**src/rtl/bsl_pkg.sv**
```systemverilog
// Package for the compare-terminated byte string loader.
// Holds the control state encoding that the controller uses.
package bsl_pkg;

    // Control states: idle, issue read, wait for data, write lane
    typedef enum logic [1:0] {
        ST_IDLE  = 2'd0,
        ST_REQ   = 2'd1,
        ST_WAIT  = 2'd2,
        ST_WRITE = 2'd3
    } ldr_state_e;

endpackage

```
**src/rtl/bsl_lane_seq.sv**
```systemverilog
// Lane sequencer: tracks the target register index and the byte lane.
// Starts at the top lane of the start register. Each step moves one lane
// down; after lane 0 it returns to the top lane of the next register,
// with the index wrapping at 2^IDX_W.
// Assumes LANES >= 2 and the register count is a power of two.
module bsl_lane_seq #(
    parameter int IDX_W = 5,
    parameter int LANES = 4,
    localparam int LANE_W = (LANES > 1) ? $clog2(LANES) : 1
) (
    input  logic              clk,
    input  logic              rst_n,
    input  logic              launch,
    input  logic [IDX_W-1:0]  start_idx,
    input  logic              step,
    output logic [IDX_W-1:0]  cur_idx,
    output logic [LANE_W-1:0] cur_lane,
    output logic [LANES-1:0]  lane_strb
);

    localparam logic [LANE_W-1:0] TOP_LANE = LANE_W'(LANES - 1);

    // Load on launch, then walk lanes downward and registers upward
    always_ff @(posedge clk) begin
        if (!rst_n) begin
            cur_idx  <= '0;
            cur_lane <= TOP_LANE;
        end else if (launch) begin
            cur_idx  <= start_idx;
            cur_lane <= TOP_LANE;
        end else if (step) begin
            if (cur_lane == '0) begin
                cur_lane <= TOP_LANE;
                cur_idx  <= cur_idx + IDX_W'(1);
            end else begin
                cur_lane <= cur_lane - LANE_W'(1);
            end
        end
    end

    // One strobe bit per lane, decoded from the lane counter
    for (genvar g = 0; g < LANES; g++) begin : g_strb
        assign lane_strb[g] = (cur_lane == LANE_W'(g));
    end

endmodule

```
**src/rtl/bsl_write_guard.sv**
```systemverilog
// Write guard: captures the two protected register indices at launch and
// reports whether the current register may be written. Index B always
// blocks; index A blocks only when it is nonzero.
module bsl_write_guard #(
    parameter int IDX_W = 5
) (
    input  logic             clk,
    input  logic             rst_n,
    input  logic             launch,
    input  logic [IDX_W-1:0] prot_a_in,
    input  logic [IDX_W-1:0] prot_b_in,
    input  logic [IDX_W-1:0] cur_idx,
    output logic [IDX_W-1:0] prot_a_q,
    output logic [IDX_W-1:0] prot_b_q,
    output logic             allow
);

    // Hold the protected indices for the whole run
    always_ff @(posedge clk) begin
        if (!rst_n) begin
            prot_a_q <= '0;
            prot_b_q <= '0;
        end else if (launch) begin
            prot_a_q <= prot_a_in;
            prot_b_q <= prot_b_in;
        end
    end

    // Permission for the register currently addressed
    always_comb begin
        allow = (cur_idx != prot_b_q) &&
                ((prot_a_q == '0) || (cur_idx != prot_a_q));
    end

endmodule

```
**src/rtl/bsl_fetch_ctl.sv**
```systemverilog
// Fetch controller: runs the request / wait / write loop, one byte per
// pass. Holds the address and byte position, compares each byte with the
// terminator, and registers the results and the done pulse.
// Assumes the memory returns exactly one mem_rvalid per request; a
// mem_rvalid outside the wait state is ignored.
module bsl_fetch_ctl
    import bsl_pkg::*;
#(
    parameter int ADDR_W = 32,
    parameter int CNT_W  = 7
) (
    input  logic              clk,
    input  logic              rst_n,
    input  logic              start,
    input  logic [ADDR_W-1:0] start_addr,
    input  logic [CNT_W-1:0]  byte_count,
    input  logic [7:0]        cmp_byte,
    input  logic              mem_rvalid,
    input  logic [7:0]        mem_rdata,
    output logic              launch,
    output logic              busy,
    output logic              mem_req,
    output logic [ADDR_W-1:0] mem_addr,
    output logic              st_write,
    output logic              seq_step,
    output logic [7:0]        byte_q,
    output logic [CNT_W-1:0]  tot_q,
    output logic              done,
    output logic              matched,
    output logic [CNT_W-1:0]  res_count
);

    ldr_state_e        state_q;
    logic [ADDR_W-1:0] addr_q;
    logic [CNT_W-1:0]  pos_q;
    logic [7:0]        cmp_q;
    logic [CNT_W:0]    pos_next;
    logic              hit;
    logic              last;

    // Decode of the state into handshake and step signals
    always_comb begin
        launch   = (state_q == ST_IDLE) && start;
        busy     = (state_q != ST_IDLE);
        mem_req  = (state_q == ST_REQ);
        mem_addr = addr_q;
        st_write = (state_q == ST_WRITE);
        pos_next = {1'b0, pos_q} + (CNT_W + 1)'(1);
        hit      = (byte_q == cmp_q);
        last     = (pos_next == {1'b0, tot_q});
        seq_step = st_write && !hit && !last;
    end

    // Main sequencing, operand capture and result registers
    always_ff @(posedge clk) begin
        if (!rst_n) begin
            state_q   <= ST_IDLE;
            addr_q    <= '0;
            pos_q     <= '0;
            tot_q     <= '0;
            cmp_q     <= '0;
            byte_q    <= '0;
            done      <= 1'b0;
            matched   <= 1'b0;
            res_count <= '0;
        end else begin
            done <= 1'b0;
            case (state_q)
                ST_IDLE: begin
                    if (start) begin
                        addr_q <= start_addr;
                        tot_q  <= byte_count;
                        cmp_q  <= cmp_byte;
                        pos_q  <= '0;
                        if (byte_count == '0) begin
                            done      <= 1'b1;
                            matched   <= 1'b0;
                            res_count <= '0;
                        end else begin
                            state_q <= ST_REQ;
                        end
                    end
                end
                ST_REQ: begin
                    state_q <= ST_WAIT;
                end
                ST_WAIT: begin
                    if (mem_rvalid) begin
                        byte_q  <= mem_rdata;
                        state_q <= ST_WRITE;
                    end
                end
                ST_WRITE: begin
                    if (hit) begin
                        done      <= 1'b1;
                        matched   <= 1'b1;
                        res_count <= pos_q;
                        state_q   <= ST_IDLE;
                    end else if (last) begin
                        done      <= 1'b1;
                        matched   <= 1'b0;
                        res_count <= tot_q;
                        state_q   <= ST_IDLE;
                    end else begin
                        pos_q   <= pos_q + CNT_W'(1);
                        addr_q  <= addr_q + ADDR_W'(1);
                        state_q <= ST_REQ;
                    end
                end
                default: state_q <= ST_IDLE;
            endcase
        end
    end

endmodule

```
**src/rtl/cmp_string_loader.sv**
```systemverilog
// Compare-terminated byte string loader, top level.
// Links the fetch controller, the lane sequencer and the write guard, and
// forms the byte-strobed register write port. The byte is replicated into
// every lane and the strobe selects the one lane to update.
// Assumes DATA_W is a multiple of 8 with at least two lanes.
module cmp_string_loader #(
    parameter int ADDR_W = 32,
    parameter int CNT_W  = 7,
    parameter int IDX_W  = 5,
    parameter int DATA_W = 32,
    localparam int LANES  = DATA_W / 8,
    localparam int LANE_W = (LANES > 1) ? $clog2(LANES) : 1
) (
    input  logic              clk,
    input  logic              rst_n,
    input  logic              start,
    input  logic [ADDR_W-1:0] start_addr,
    input  logic [IDX_W-1:0]  start_reg,
    input  logic [IDX_W-1:0]  prot_a_reg,
    input  logic [IDX_W-1:0]  prot_b_reg,
    input  logic [CNT_W-1:0]  byte_count,
    input  logic [7:0]        cmp_byte,
    output logic              busy,
    output logic              mem_req,
    output logic [ADDR_W-1:0] mem_addr,
    input  logic              mem_rvalid,
    input  logic [7:0]        mem_rdata,
    output logic              rf_wr_en,
    output logic [IDX_W-1:0]  rf_wr_idx,
    output logic [LANES-1:0]  rf_wr_strb,
    output logic [DATA_W-1:0] rf_wr_data,
    output logic              done,
    output logic              matched,
    output logic [CNT_W-1:0]  proc_count
);

    logic              launch;
    logic              st_write;
    logic              seq_step;
    logic [7:0]        byte_q;
    logic [CNT_W-1:0]  tot_q;
    logic [IDX_W-1:0]  cur_idx;
    logic [LANE_W-1:0] cur_lane;
    logic [LANES-1:0]  lane_strb;
    logic [IDX_W-1:0]  prot_a_q;
    logic [IDX_W-1:0]  prot_b_q;
    logic              allow;

    bsl_fetch_ctl #(
        .ADDR_W (ADDR_W),
        .CNT_W  (CNT_W)
    ) u_ctl (
        .clk        (clk),
        .rst_n      (rst_n),
        .start      (start),
        .start_addr (start_addr),
        .byte_count (byte_count),
        .cmp_byte   (cmp_byte),
        .mem_rvalid (mem_rvalid),
        .mem_rdata  (mem_rdata),
        .launch     (launch),
        .busy       (busy),
        .mem_req    (mem_req),
        .mem_addr   (mem_addr),
        .st_write   (st_write),
        .seq_step   (seq_step),
        .byte_q     (byte_q),
        .tot_q      (tot_q),
        .done       (done),
        .matched    (matched),
        .res_count  (proc_count)
    );

    bsl_lane_seq #(
        .IDX_W (IDX_W),
        .LANES (LANES)
    ) u_seq (
        .clk       (clk),
        .rst_n     (rst_n),
        .launch    (launch),
        .start_idx (start_reg),
        .step      (seq_step),
        .cur_idx   (cur_idx),
        .cur_lane  (cur_lane),
        .lane_strb (lane_strb)
    );

    bsl_write_guard #(
        .IDX_W (IDX_W)
    ) u_guard (
        .clk       (clk),
        .rst_n     (rst_n),
        .launch    (launch),
        .prot_a_in (prot_a_reg),
        .prot_b_in (prot_b_reg),
        .cur_idx   (cur_idx),
        .prot_a_q  (prot_a_q),
        .prot_b_q  (prot_b_q),
        .allow     (allow)
    );

    // Register write port: gated by the guard, one lane strobed
    always_comb begin
        rf_wr_en   = st_write && allow;
        rf_wr_idx  = cur_idx;
        rf_wr_strb = lane_strb;
        rf_wr_data = {LANES{byte_q}};
    end

endmodule

```
**config.mk**
```make
export PLATFORM = sky130hd
export DESIGN_NAME = cmp_string_loader
export DESIGN_NICKNAME = d
export VERILOG_FILES = /design/src/rtl/bsl_pkg.sv /design/src/rtl/bsl_lane_seq.sv /design/src/rtl/bsl_write_guard.sv /design/src/rtl/bsl_fetch_ctl.sv /design/src/rtl/cmp_string_loader.sv
export SDC_FILE = /design/constraint.sdc
export NUM_CORES = 1
export LEC_CHECK = 0
export BUFFER_PORTS_ARGS = -buffer_cell sky130_fd_sc_hd__buf_2
export CORE_MARGIN = 5
export CORE_UTILIZATION = 50
export CTS_BUF_LIST = sky130_fd_sc_hd__clkbuf_4
export DETAILED_ROUTE_END_ITERATION = 8
export PLACE_DENSITY = 0.74
export SETUP_SLACK_MARGIN = 0.2
export SYNTH_ARGS = -nofsm -noshare
export SYNTH_HDL_FRONTEND = slang
export SYNTH_SLANG_ARGS = --single-unit
export TNS_END_PERCENT = 30
```
**constraint.sdc**
```tcl
create_clock -name clk -period 3.28 [get_ports clk]
set_input_delay 0.492 -clock clk [delete_from_list [all_inputs] [get_ports clk]]
set_output_delay 0.492 -clock clk [all_outputs]
set_load 0.02 [all_outputs]
```
# == Word-level counts from Yosys, hierarchy flattened ==
# Cells that the tools add are included.
# op_classes
n_mux,33
bitwise,1
n_eq_ne,17
n_reduce_logical,23
add_sub_neg,5
# ops
operator,n
32-bit 2-to-1 mux,3
32-bit case mux with 2 select lines,1
7-bit 2-to-1 mux,7
"32-bit by 1-bit adder with 32-bit output, second input constant",1
7-bit case mux with 2 select lines,2
5-bit 2-to-1 mux,3
"2-bit != test, second input constant",6
2-bit 2-to-1 mux,5
5-bit != test,2
1-bit 2-to-1 mux,9
"7-bit by 1-bit adder with 8-bit output, second input constant",1
"2-bit equality test, second input constant",4
8-bit by 7-bit equality test with 1-bit output,1
8-bit equality test,1
2-bit case mux with 4 select lines,1
4-bit AND reduction,2
2-bit nonzero test,4
"7-bit by 1-bit adder with 7-bit output, second input constant",1
7-bit logical NOT,1
2-bit AND reduction,3
"5-bit by 1-bit adder with 5-bit output, second input constant",1
1-bit logical AND,5
5-bit logical NOT,1
"2-bit by 1-bit equality test with 1-bit output, second input constant",2
other kinds (9),12
# word_totals
regBits,90
inputBits,74
wordCells,92
output_inout_bits,85

# == Longest topological paths before layout ==
# Gate-level depths: netlist (run 1).
# depth
ltp_word,6
ltp_mapped,10

# == Modules after synthesis ==
# A second synthesis (run 1) with hierarchy kept.
# unflattened
cells_unflattened,732
hier_area_um2,5828.1
# modules_own_cells
mod,instances,cells_each,area_per_inst_um2,seq_area_each_um2
bsl_fetch_ctl,1,613,4725.8,1461.4
bsl_write_guard,1,48,505.5,200.2
bsl_lane_seq,1,46,410.4,140.1
cmp_string_loader,1,25,186.4,0.0

# == Worst setup path before layout (run 1) ==
# OpenSTA, ideal clock, no wires.
# synth_timing
path_type,flip-flop to flip-flop
from,register u_ctl.pos_q[0]
to,"register u_ctl.addr_q[11], in the netlist u_ctl.mem_addr[11]"
setup_slack_ps,636
path_stages_with_launch,11
t_arrival_ps,2519
period_less_slack_ps,2644
t_required_ps,3155
n_path_buf,3
path_cell_list,dfxtp_1 -> ha_1 -> buf_2 -> nand3_1 -> or2_1 -> a221o_1 -> or4_1 -> buf_2 -> o21ai_4 -> buf_4 -> o22ai_1
# synth_via
elab_chain_cells,4
# synth_lines
item,line,text
"start, declared",bsl_fetch_ctl.sv:35,logic [CNT_W-1:0] pos_q;
"start signal, assigned",bsl_fetch_ctl.sv:105,pos_q <= pos_q + CNT_W'(1);
7-bit by 1-bit adder with 8-bit output,bsl_fetch_ctl.sv:48,"pos_next = {1'b0, pos_q} + (CNT_W + 1)'(1);"
8-bit by 7-bit equality test with 1-bit output,bsl_fetch_ctl.sv:50,"last = (pos_next == {1'b0, tot_q});"
2-bit != test (no line),-,
4-bit AND reduction (no line),-,
"end signal, assigned",bsl_fetch_ctl.sv:71,addr_q <= start_addr;
"end signal, assigned",bsl_fetch_ctl.sv:106,addr_q <= addr_q + ADDR_W'(1);
"end, declared",bsl_fetch_ctl.sv:34,logic [ADDR_W-1:0] addr_q;
# No other way between the ends.
# A chain may end at the register's enable or synchronous reset.

# == Worst setup path in the final report (run 1) ==
# layout_timing
from,register u_ctl.pos_q[1]
to,"register u_ctl.addr_q[14], in the netlist u_ctl.mem_addr[14]"
# The elaborated chain is that of the path after synthesis.

==> reports/results.txt, run 1 <==
outcome: finished, final reports clean
wire length of the first global-routing pass: 26000 um
#FFs+latches synth: 90
Setup TNS: 0 ns
vias in the first global route: 5384
Ant. Diodes: 0
Mapped Cells: 722
Post-synth EDFFs: 0
nets: 916
Clock Sinks: 90
Worst-Margin Slew: 0.832 ns
Syn Area/Cell: 7.51 um^2
Core Footprint: 10700 um^2
Main synth FF type: dfxtp_1
Slew headroom: 44.1%
die width: 114 um
worst path bufs/invs: 1
Netlist cell types: 61
clk_skew: 0.0215 ns
Leak: 0.00269 uW
GP Congestion: 0.871
Tmin final: 2.93 ns
Vias/cell: 5.96
register area: 1800 um^2
final worst path period share: 89.4%
clk root buf: clkbuf_4
DR vias: 5820
multi-input logic area: 3190 um^2
slowest CP cell: or4_1
Post-DRT Antenna Nets: 0
post-synthesis sequential area ratio: 33.2%
Final setup viols: 0
arrival time worst endpoint: 3.32 ns
I/O Pins: 159
Place WS: 0.217 ns
clk slew on worst S/H paths: 0.14 ns
worst-path fanout max: 20
Worst Path Required: 3.66 ns
Max VDD drop: 0.427 mV
fmax: 341 MHz
Layout area overhead: 16.0%
Synth Net Count: 807
H-tree levels: 3
cell area after synthesis: 5430 um^2
Pwr Density: 647 nW/um^2
Max Slew Vio Count: 0
Final Hold Viols: 0
WL/cell: 16.6 um
initial antenna violation count: 0
DRC: 0
critical path class: flop to flop
Initial Util: 50.5%
CTS tree: done
Clock Path Buffers: 2
YS warnings: 0
DR pass1 iterations: 6
ys async rst share: 0%
GR Overflow Total: 0
largest net degree at the start of global routing: 83
Setup WS post-layout: 0.347 ns
Port Buf Inserts: 158
crit end category: flop
fillers: 1064
crit start category: flop
post-route cell area: 6290 um^2
DRT Wirelength: 16200 um
RSZ-0062 raised after global routing: false
HPWL after detailed placement: 11300 um
hold crit path type: primary input to flop
critical path cell sequence: ha_2, nand3_1, or2_1, a221o_1, or4_1, o21ai_4, buf_12, mux2i_1
cts hold-fix bufs: 0
TritonCTS Buffers: 9
die height: 114 um
CP top delay family: simple AND/OR/NAND/NOR gates
Std-Cell Rows: 38
clk_lat worst skew: 0.45 ns
placed insts: 958
GR Util All Layers: 24.0%
proportion of layout cells with a drive suffix above 1: 24.3%
DIE AREA: 13000 um^2
CP peak stage delay: 0.60 ns
placed instance area: 6140 um^2
Finished Layout Cells: 976
Initial DRC Count: 658
Max Cap Viol: 0
==> state kept, by name, indices dropped and copies added (netlist names) <==
register	cells
u_ctl.state_q	2
u_seq.cur_lane	2
u_ctl.cmp_q	8
u_guard.prot_a_q	5
u_ctl.done	1
u_seq.cur_idx	5
u_ctl.tot_q	7
u_ctl.matched	1
u_ctl.mem_addr	32
u_ctl.byte_q	8
u_ctl.pos_q	7
u_guard.prot_b_q	5
u_ctl.res_count	7
==> final timing paths <==
kind                                                       from                               to  slack [ns]  depth (start not counted)
worst min register to register  u_ctl.res_count[6]$_SDFFE_PN0P_  u_ctl.res_count[6]$_SDFFE_PN0P_        0.47                          2
worst max register to register      u_ctl.pos_q[1]$_SDFFE_PN0P_  u_ctl.mem_addr[14]$_SDFFE_PN0P_        0.35                          8
worst min-delay path                                cmp_byte[7]      u_ctl.cmp_q[7]$_SDFFE_PN0P_        0.27                          3
worst max-delay path                u_ctl.pos_q[1]$_SDFFE_PN0P_  u_ctl.mem_addr[14]$_SDFFE_PN0P_        0.35                          8
==> report_power, final <==
group	total [uW]	switching (uW)	internal, uW
combinational	1870	1170	698
sequential	1580	272	1310
clock	619	384	235
==> cells in the mapped netlist, types with 10 or more instances <==
cell,count,share of area (%)
o21ai_0,25,2.3
clkbuf_1,41,2.8
nor3_1,18,1.7
a31oi_1,11,1.3
inv_1,14,0.97
o22ai_1,20,2.3
a21o_1,15,2.1
xnor2_1,18,2.9
a211oi_1,11,1.5
nand4_1,14,1.6
o32ai_1,10,1.6
a21oi_1,65,6.0
nor2_1,19,1.3
dfxtp_1,90,33
nand3_1,39,3.6
ha_1,11,2.5
buf_4,26,3.6
nand2_1,148,10
==> cells by family after synthesis <==
logic type                 count (synthesis)  synth area share [%]
and+or+nand+nor                          282                  24.1
AOI/OAI and AO/OA                        214                  26.1
buffers and inverters                     92                  8.51
DFF                                       90                  33.2
xor gates and xnor gates                  24                  3.87
adders and majority gates                 11                  2.54
muxes                                      9                  1.66
==> repair_timing <==
| item | 4_1_cts | 5_1_grt |
|---|---|---|
| resized for setup | 0 | 2 |
| pin swaps | 1 | 0 |
| endpoints found under the setup margin | 4 | 40 |
| setup buffers | 2 | 0 |
==> cells in the final DEF (no fill, tap or decap), types with 15 or more instances in the layout <==
cell     count
dfxtp_1     89
a21oi_1     65
a21o_1      15
xnor2_1     18
buf_2      158
buf_4       17
o21ai_0     25
nand2_1    148
o22ai_1     20
nor2_1      19
nand3_1     39
nor3_1      18
==> stage by stage <==
step                hold WS, ns  total power, uW  util, %
floorplan                 0.448             2880        -
global placement          0.446             3390     57.1
detailed placement        0.453             3440     57.1
CTS                       0.244             4080     58.5
global route              0.240             4340     58.5
finish                    0.269             4070     58.5
==> routing by layer <==
metal | routed length, um | up-vias | track usage (%) | part of all wire [%]
met5 | 0 | - | 0 | 0
met4 | 318 | 0 | 8.95 | 2.0
met2 | 7580 | 279 | 39.3 | 47
met3 | 1500 | 33 | 4.97 | 9.3
li1 | - | 2807 | - | -
met1 | 6770 | 2701 | 31.1 | 42
==> cell type report <==
type / instances / share of cell area (%)
clock buffer: 10 / 1.19
clock inverter: 6 / 0.915
inverter: 14 / 0.835
multi-input combinational: 540 / 50.7
sequential: 90 / 28.7
tap: 140 / 2.78
timing repair buffer: 176 / 14.9
==> worst register-to-register path: cells and delay by family, from the launching register on <==
kind	cells	cell delay [ns]
AOI/OAI and AO/OA	2	0.63
and+or+nand+nor	3	1.11
DFF	1	0.44
adders and majority gates	1	0.30
muxes	1	0.20
buffers and inverters	1	0.19
No activity file was read; power rests on OpenSTA's default activity.
==> inputs of run 2 (changes only) <==
--- a/config.mk
+++ b/config.mk
@@ -5,12 +5,13 @@
 export SDC_FILE = /design/constraint.sdc
 export NUM_CORES = 1
 export LEC_CHECK = 0
+export ABC_AREA = 1
 export BUFFER_PORTS_ARGS = -buffer_cell sky130_fd_sc_hd__buf_2
 export CORE_MARGIN = 5
 export CORE_UTILIZATION = 50
 export CTS_BUF_LIST = sky130_fd_sc_hd__clkbuf_4
 export DETAILED_ROUTE_END_ITERATION = 8
-export PLACE_DENSITY = 0.74
+export PLACE_DENSITY = 0.73
 export SETUP_SLACK_MARGIN = 0.2
 export SYNTH_ARGS = -nofsm -noshare
 export SYNTH_HDL_FRONTEND = slang
==> reports/results.txt, run 2 <==
outcome: finished, final reports clean
Vias/cell: 5.00 (-16%)
critical path cell sequence: inv_1, ha_1, o21ai_1, nand3_2, buf_12, nor2_1, nor2_1
Initial DRC Count: 398 (-40%)
proportion of layout cells with a drive suffix above 1: 18.4% (-5.9 points)
clk_skew: 0.0175 ns (-0.00404 ns)
Final Hold Viols: 0 (unchanged)
post-synthesis sequential area ratio: 31.0% (-2.2 points)
cell area after synthesis: 5820 um^2 (+7.2%)
arrival time worst endpoint: 3.09 ns (-0.23 ns)
most common cell in the synthesized netlist: nand2_1
CP peak stage delay: 0.73 ns (+0.13 ns)
post-route cell area: 6570 um^2 (+4.5%)
post-synth top area share: 31.0% (-2.2 points)
Top cell by count, worst path: nor2_1
HPWL after detailed placement: 11700 um (+3.4%)
I/O Pins: 159 (unchanged)
Main synth FF type: dfxtp_1
DRC: 0 (unchanged)
DR pass1 iterations: 6 (unchanged)
Tmin final: 2.71 ns (-0.220 ns)
initial antenna violation count: 0 (unchanged)
DR vias: 6130 (+5.3%)
Ant. Diodes: 0 (unchanged)
CTS tree: done
critical path class: flop to flop
fmax: 369 MHz (+8.1%)
RSZ-0062 raised after global routing: false
Setup TNS: 0 ns (unchanged)
Syn Area/Cell: 6.03 um^2 (-20%)
Synth area leaders: dfxtp_1, nand2_1, nor2_1, inv_1, nand3_1
Worst-Margin Slew: 0.914 ns (+0.0819 ns)
clk_lat worst skew: 0.47 ns (+0.02 ns)
Final setup viols: 0 (unchanged)
Max Slew Vio Count: 0 (unchanged)
wire length of the first global-routing pass: 26200 um (+0.82%)
die width: 118 um (+3.2%)
vias in the first global route: 5664 (+5.2%)
fillers: 1177 (+11%)
Clock Path Buffers: 2 (unchanged)
hold crit path type: primary input to flop
Clock Sinks: 90 (unchanged)
Netlist cell types: 36 (-41%)
#FFs+latches synth: 90 (unchanged)
final worst path period share: 82.7% (-6.7 points)
# Post-CTS Setup Buffers: 0 (-2)
Post-synth EDFFs: 0 (unchanged)
Layout area overhead: 13.0%
Max Cap Viol: 0 (unchanged)
Post-DRT Antenna Nets: 0 (unchanged)
Std-Cell Rows: 39 (+2.6%)
YS warnings: 0 (unchanged)
crit end category: flop
Final Util: 57.6% (-0.99 points)
most frequent cells in the layout: nand2_1, nor2_1, buf_2
Leak: 0.00343 uW (+27%)
DIE AREA: 13900 um^2 (+6.6%)
clk slew on worst S/H paths: 0.15 ns (about the same)
GR Util All Layers: 22.3% (-1.6 points)
die height: 118 um (+3.2%)
commonest non-fill, non-tap cell in the layout: nand2_1
GR Overflow Total: 0 (unchanged)
cell taking the most area after synthesis: dfxtp_1
Worst Path Required: 3.66 ns (about the same)
nets: 1162 (+27%)
post_cts resized: 0 (unchanged)
WL/cell: 12.8 um (-22%)
worst-path fanout max: 47 (+140%)
cts hold-fix bufs: 0 (unchanged)
Core Footprint: 11400 um^2 (+6.3%)
slowest CP cell: o21ai_1
hold slack: 0.251 ns (-0.0179 ns)
Pwr Density: 743 nW/um^2 (+15%)
Synth Net Count: 1049 (+30%)
Max VDD drop: 0.414 mV (-3.2%)
largest net degree at the start of global routing: 53 (-36%)
TritonCTS Buffers: 9 (unchanged)
max FFs per register: 32 (unchanged)
ys async rst share: 0% (unchanged)
clk root buf: clkbuf_4
Initial Util: 50.9% (+0.44 points)
GP Congestion: 0.946 (+8.7%)
Mapped Cells: 964 (+34%)
H-tree levels: 3 (unchanged)
Synth top cells by count: nand2_1, nor2_1, inv_1
Setup WS post-layout: 0.568 ns (+0.220 ns)
Place WS: 0.584 ns (+0.367 ns)
Port Buf Inserts: 158 (unchanged)
placed instance area: 6460 um^2 (+5.3%)
Slew headroom: 38.7% (-5.4 points)
DRT Wirelength: 15700 um (-2.7%)
crit start category: flop
run 2: worst paths after layout:
kind,from,endpoint,slack (ns),depth (start not counted)
worst max-delay path,u_ctl.state_q[0]$_SDFFE_PN0P_,u_ctl.mem_addr[22]$_SDFFE_PN0P_,0.57,7
worst min-delay path,prot_b_reg[4],u_guard.prot_b_q[4]$_SDFFE_PN0P_,0.25,3
worst max register to register,u_ctl.state_q[0]$_SDFFE_PN0P_,u_ctl.mem_addr[22]$_SDFFE_PN0P_,0.57,7
worst min register to register,u_ctl.matched$_SDFFE_PN0P_,u_ctl.matched$_SDFFE_PN0P_,0.47,2
run 2: cells by family after synthesis:
kind of cell,synth area share (%)
adders and majority gates,2.37
DFF,31.0
and+or+nand+nor,40.8
AOI/OAI and AO/OA,9.40
buffers and inverters,13.2
xor gates and xnor gates,3.01
muxes,0.172
run 2: layout make-up:
type                       instances  area [um^2]  area share, %
tap                              143          179           2.72
clock buffer                      10         75.1           1.14
timing repair buffer             165          856           13.0
multi-input combinational        709         3240           49.4
clock inverter                     6         33.8          0.514
sequential                        90         1800           27.4
inverter                         102          383           5.83
run 2: metrics by stage:
stage / instances / total power [uW]
floorplan: 964 / 3790
global placement: 1209 / 4320
detailed placement: 1209 / 4360
CTS: 1225 / 4910
global route: 1225 / 5370
finish: 1225 / 4880
run 2: report_power, final:
group / internal [uW] / total (uW) / switching (uW) / leakage (uW)
Combinational: 875 / 2540 / 1670 / 0.00263
Clock: 158 / 553 / 395 / 0.0000596
Sequential: 1420 / 1790 / 371 / 0.000741
run 2: per-layer routing:
metal	global-route usage (%)	up-vias	wire (um)
li1	-	3229	-
met2	37.5	185	7270
met4	5.59	0	205
met5	0	-	0
met1	27.6	2700	6980
met3	7.26	16	1280
run 2: critical path, delay by kind of cell (launching register included):
family	cells	cell delay, ns
adders and majority gates	1	0.24
buffers and inverters	2	0.46
DFF	1	0.42
and+or+nand+nor	3	0.76
AOI/OAI and AO/OA	1	0.73
==> inputs of run 3 (changes only) <==
--- a/config.mk
+++ b/config.mk
@@ -5,13 +5,13 @@
 export SDC_FILE = /design/constraint.sdc
 export NUM_CORES = 1
 export LEC_CHECK = 0
-export ABC_AREA = 1
+export ABC_AREA = 0
 export BUFFER_PORTS_ARGS = -buffer_cell sky130_fd_sc_hd__buf_2
 export CORE_MARGIN = 5
 export CORE_UTILIZATION = 50
 export CTS_BUF_LIST = sky130_fd_sc_hd__clkbuf_4
 export DETAILED_ROUTE_END_ITERATION = 8
-export PLACE_DENSITY = 0.73
+export PLACE_DENSITY = 0.74
 export SETUP_SLACK_MARGIN = 0.2
 export SYNTH_ARGS = -nofsm -noshare
 export SYNTH_HDL_FRONTEND = slang
==> constraint.sdc (replaced) <==
create_clock -name clk -period 2.65 [get_ports clk]
set_input_delay 0.3975 -clock clk [delete_from_list [all_inputs] [get_ports clk]]
set_output_delay 0.3975 -clock clk [all_outputs]
set_load 0.02 [all_outputs]
==> reports/results.txt, run 3 (synthesis results as in run 1) <==
outcome: finished, final reports clean
critical path class: flop to flop
DR pass1 iterations: 5 (-1)
GR Util met3: 4.70% (-2.6 points)
DIE AREA: 13000 um^2 (-6.1%)
proportion of layout cells with a drive suffix above 1: 29.2% (+11 points)
clk_lat worst skew: 0.49 ns (+0.02 ns)
max FFs per register: 32 (unchanged)
Place WS: -0.0524 ns (-0.636 ns)
hold crit path type: primary input to flop
Vias/cell: 5.97 (+19%)
WL/cell: 17.2 um (+34%)
critical path cell sequence: buf_4, buf_4, o21ba_4, a22oi_2, o2bb2ai_4, or4_4, o21ai_4, clkbuf_16, o32ai_1
CP peak stage delay: 0.58 ns (-0.15 ns)
largest net degree at the start of global routing: 83 (+57%)
busiest grt layer: met2
RSZ-0062 raised after global routing: true
Std-Cell Rows: 38 (-2.6%)
die width: 114 um (-3.1%)
Setup WS post-layout: 0.166 ns (-0.401 ns)
hold depth: 3 (unchanged)
Final Hold Viols: 0 (unchanged)
cts hold-fix bufs: 0 (unchanged)
Initial Util: 50.5% (-0.44 points)
Post-DRT Antenna Nets: 0 (unchanged)
Slew headroom: 44.8% (+6.2 points)
CP top delay family: compound AO/OA/AOI/OAI gates
Ant. Diodes: 0 (unchanged)
DRC: 0 (unchanged)
Clock Path Buffers: 2 (unchanged)
crit start category: flop
Port Buf Inserts: 158 (unchanged)
slowest CP cell: or4_4
Worst path depth: 9 (+2)
fmax: 403 MHz (+9.2%)
HPWL after detailed placement: 11400 um (-2.1%)
vias in the first global route: 5533 (-2.3%)
crit end category: flop
GR Overflow Total: 0 (unchanged)
final worst path period share: 93.7% (+11 points)
met1 usage: 32.9% (+5.3 points)
Leak: 0.00291 uW (-15%)
Top cell by count, worst path: buf_4
Final Util: 62.9% (+5.3 points)
Pwr Density: 784 nW/um^2 (+5.4%)
die height: 114 um (-3.1%)
Final setup viols: 0 (unchanged)
nets: 947 (-19%)
worst path bufs/invs: 3 (+1)
DR vias: 6007 (-2.0%)
Tmin final: 2.48 ns (-0.229 ns)
met2 GRT Util: 42.0% (+4.5 points)
H-tree levels: 3 (unchanged)
GP Congestion: 0.863 (-8.8%)
Clock Sinks: 90 (unchanged)
arrival time worst endpoint: 2.87 ns (-0.22 ns)
I/O Pins: 159 (unchanged)
wire length of the first global-routing pass: 26900 um (+2.8%)
clk root buf: clkbuf_4
TritonCTS Buffers: 9 (unchanged)
Core Footprint: 10700 um^2 (-5.9%)
CTS tree: done
Initial DRC Count: 502 (+26%)
Worst-Margin Slew: 0.827 ns (-0.0865 ns)
R2R depth: 9 (+2)
Max Slew Vio Count: 0 (unchanged)
clk_skew: 0.0147 ns (-0.00279 ns)
Setup TNS: 0 ns (unchanged)
Max VDD drop: 0.420 mV (+1.5%)
Layout area overhead: 24.6%
commonest non-fill, non-tap cell in the layout: buf_2
worst-path fanout max: 14 (-70%)
initial antenna violation count: 0 (unchanged)
GR Util All Layers: 25.2% (+2.9 points)
clk slew on worst S/H paths: 0.16 ns (about the same)
most frequent cells in the layout: buf_2, nand2_1, dfxtp_1
DRT Wirelength: 17300 um (+9.8%)
Worst Path Required: 3.03 ns (-0.63 ns)
Max Cap Viol: 0 (unchanged)
run 3: repair_timing:
item	in CTS	in global routing
gates resized for setup	11	22
pin swaps	9	8
cloned	1	1
setup endpoints to repair	54	54
buffers inserted	16	2
run 3: layout make-up:
type	instances	area (um^2)
timing repair buffer	207	1270
clock inverter	7	68.8
fill	993	3990
clock buffer	9	67.6
inverter	14	52.6
tap	140	175
sequential	90	1820
multi-input combinational	540	3300
run 3: power by group:
part / internal, uW / switching [uW] / total [uW] / leakage (uW)
Combinational: 1010 / 1530 / 2540 / 0.00210
Sequential: 1620 / 351 / 1970 / 0.000739
Clock: 223 / 566 / 789 / 0.0000769
Total: 2850 / 2450 / 5300 / 0.00291
run 3: final timing paths:
path                            slack, ns                         endpoint                             from
worst max-delay path                 0.17  u_ctl.mem_addr[25]$_SDFFE_PN0P_      u_ctl.pos_q[2]$_SDFFE_PN0P_
worst min-delay path                 0.12      u_ctl.cmp_q[7]$_SDFFE_PN0P_                      cmp_byte[7]
worst max register to register       0.17  u_ctl.mem_addr[25]$_SDFFE_PN0P_      u_ctl.pos_q[2]$_SDFFE_PN0P_
worst min register to register       0.47  u_ctl.res_count[5]$_SDFFE_PN0P_  u_ctl.res_count[5]$_SDFFE_PN0P_
run 3: stage by stage:
| step | cell area, um^2 | hold slack (ns) | instances | power, uW |
|---|---|---|---|---|
| after floorplan | 5470 | 0.448 | 722 | 3580 |
| after global placement | 6290 | 0.445 | 971 | 4240 |
| after detailed placement | 6290 | 0.450 | 971 | 4310 |
| after CTS | 6630 | 0.112 | 1004 | 5180 |
| after global routing | 6760 | 0.104 | 1007 | 5620 |
| final | 6760 | 0.124 | 1007 | 5300 |
run 3: per-layer routing:
layer,vias to the layer above,routed length [um]
li1,2875,-
met1,2798,7150
met2,299,8170
met3,35,1620
met4,0,332
met5,-,0
run 3: tightest hold or removal path, cell delays in order:
cell	delay, ns
buf_2	0.10
nand2_1	0.04
a21oi_1	0.05
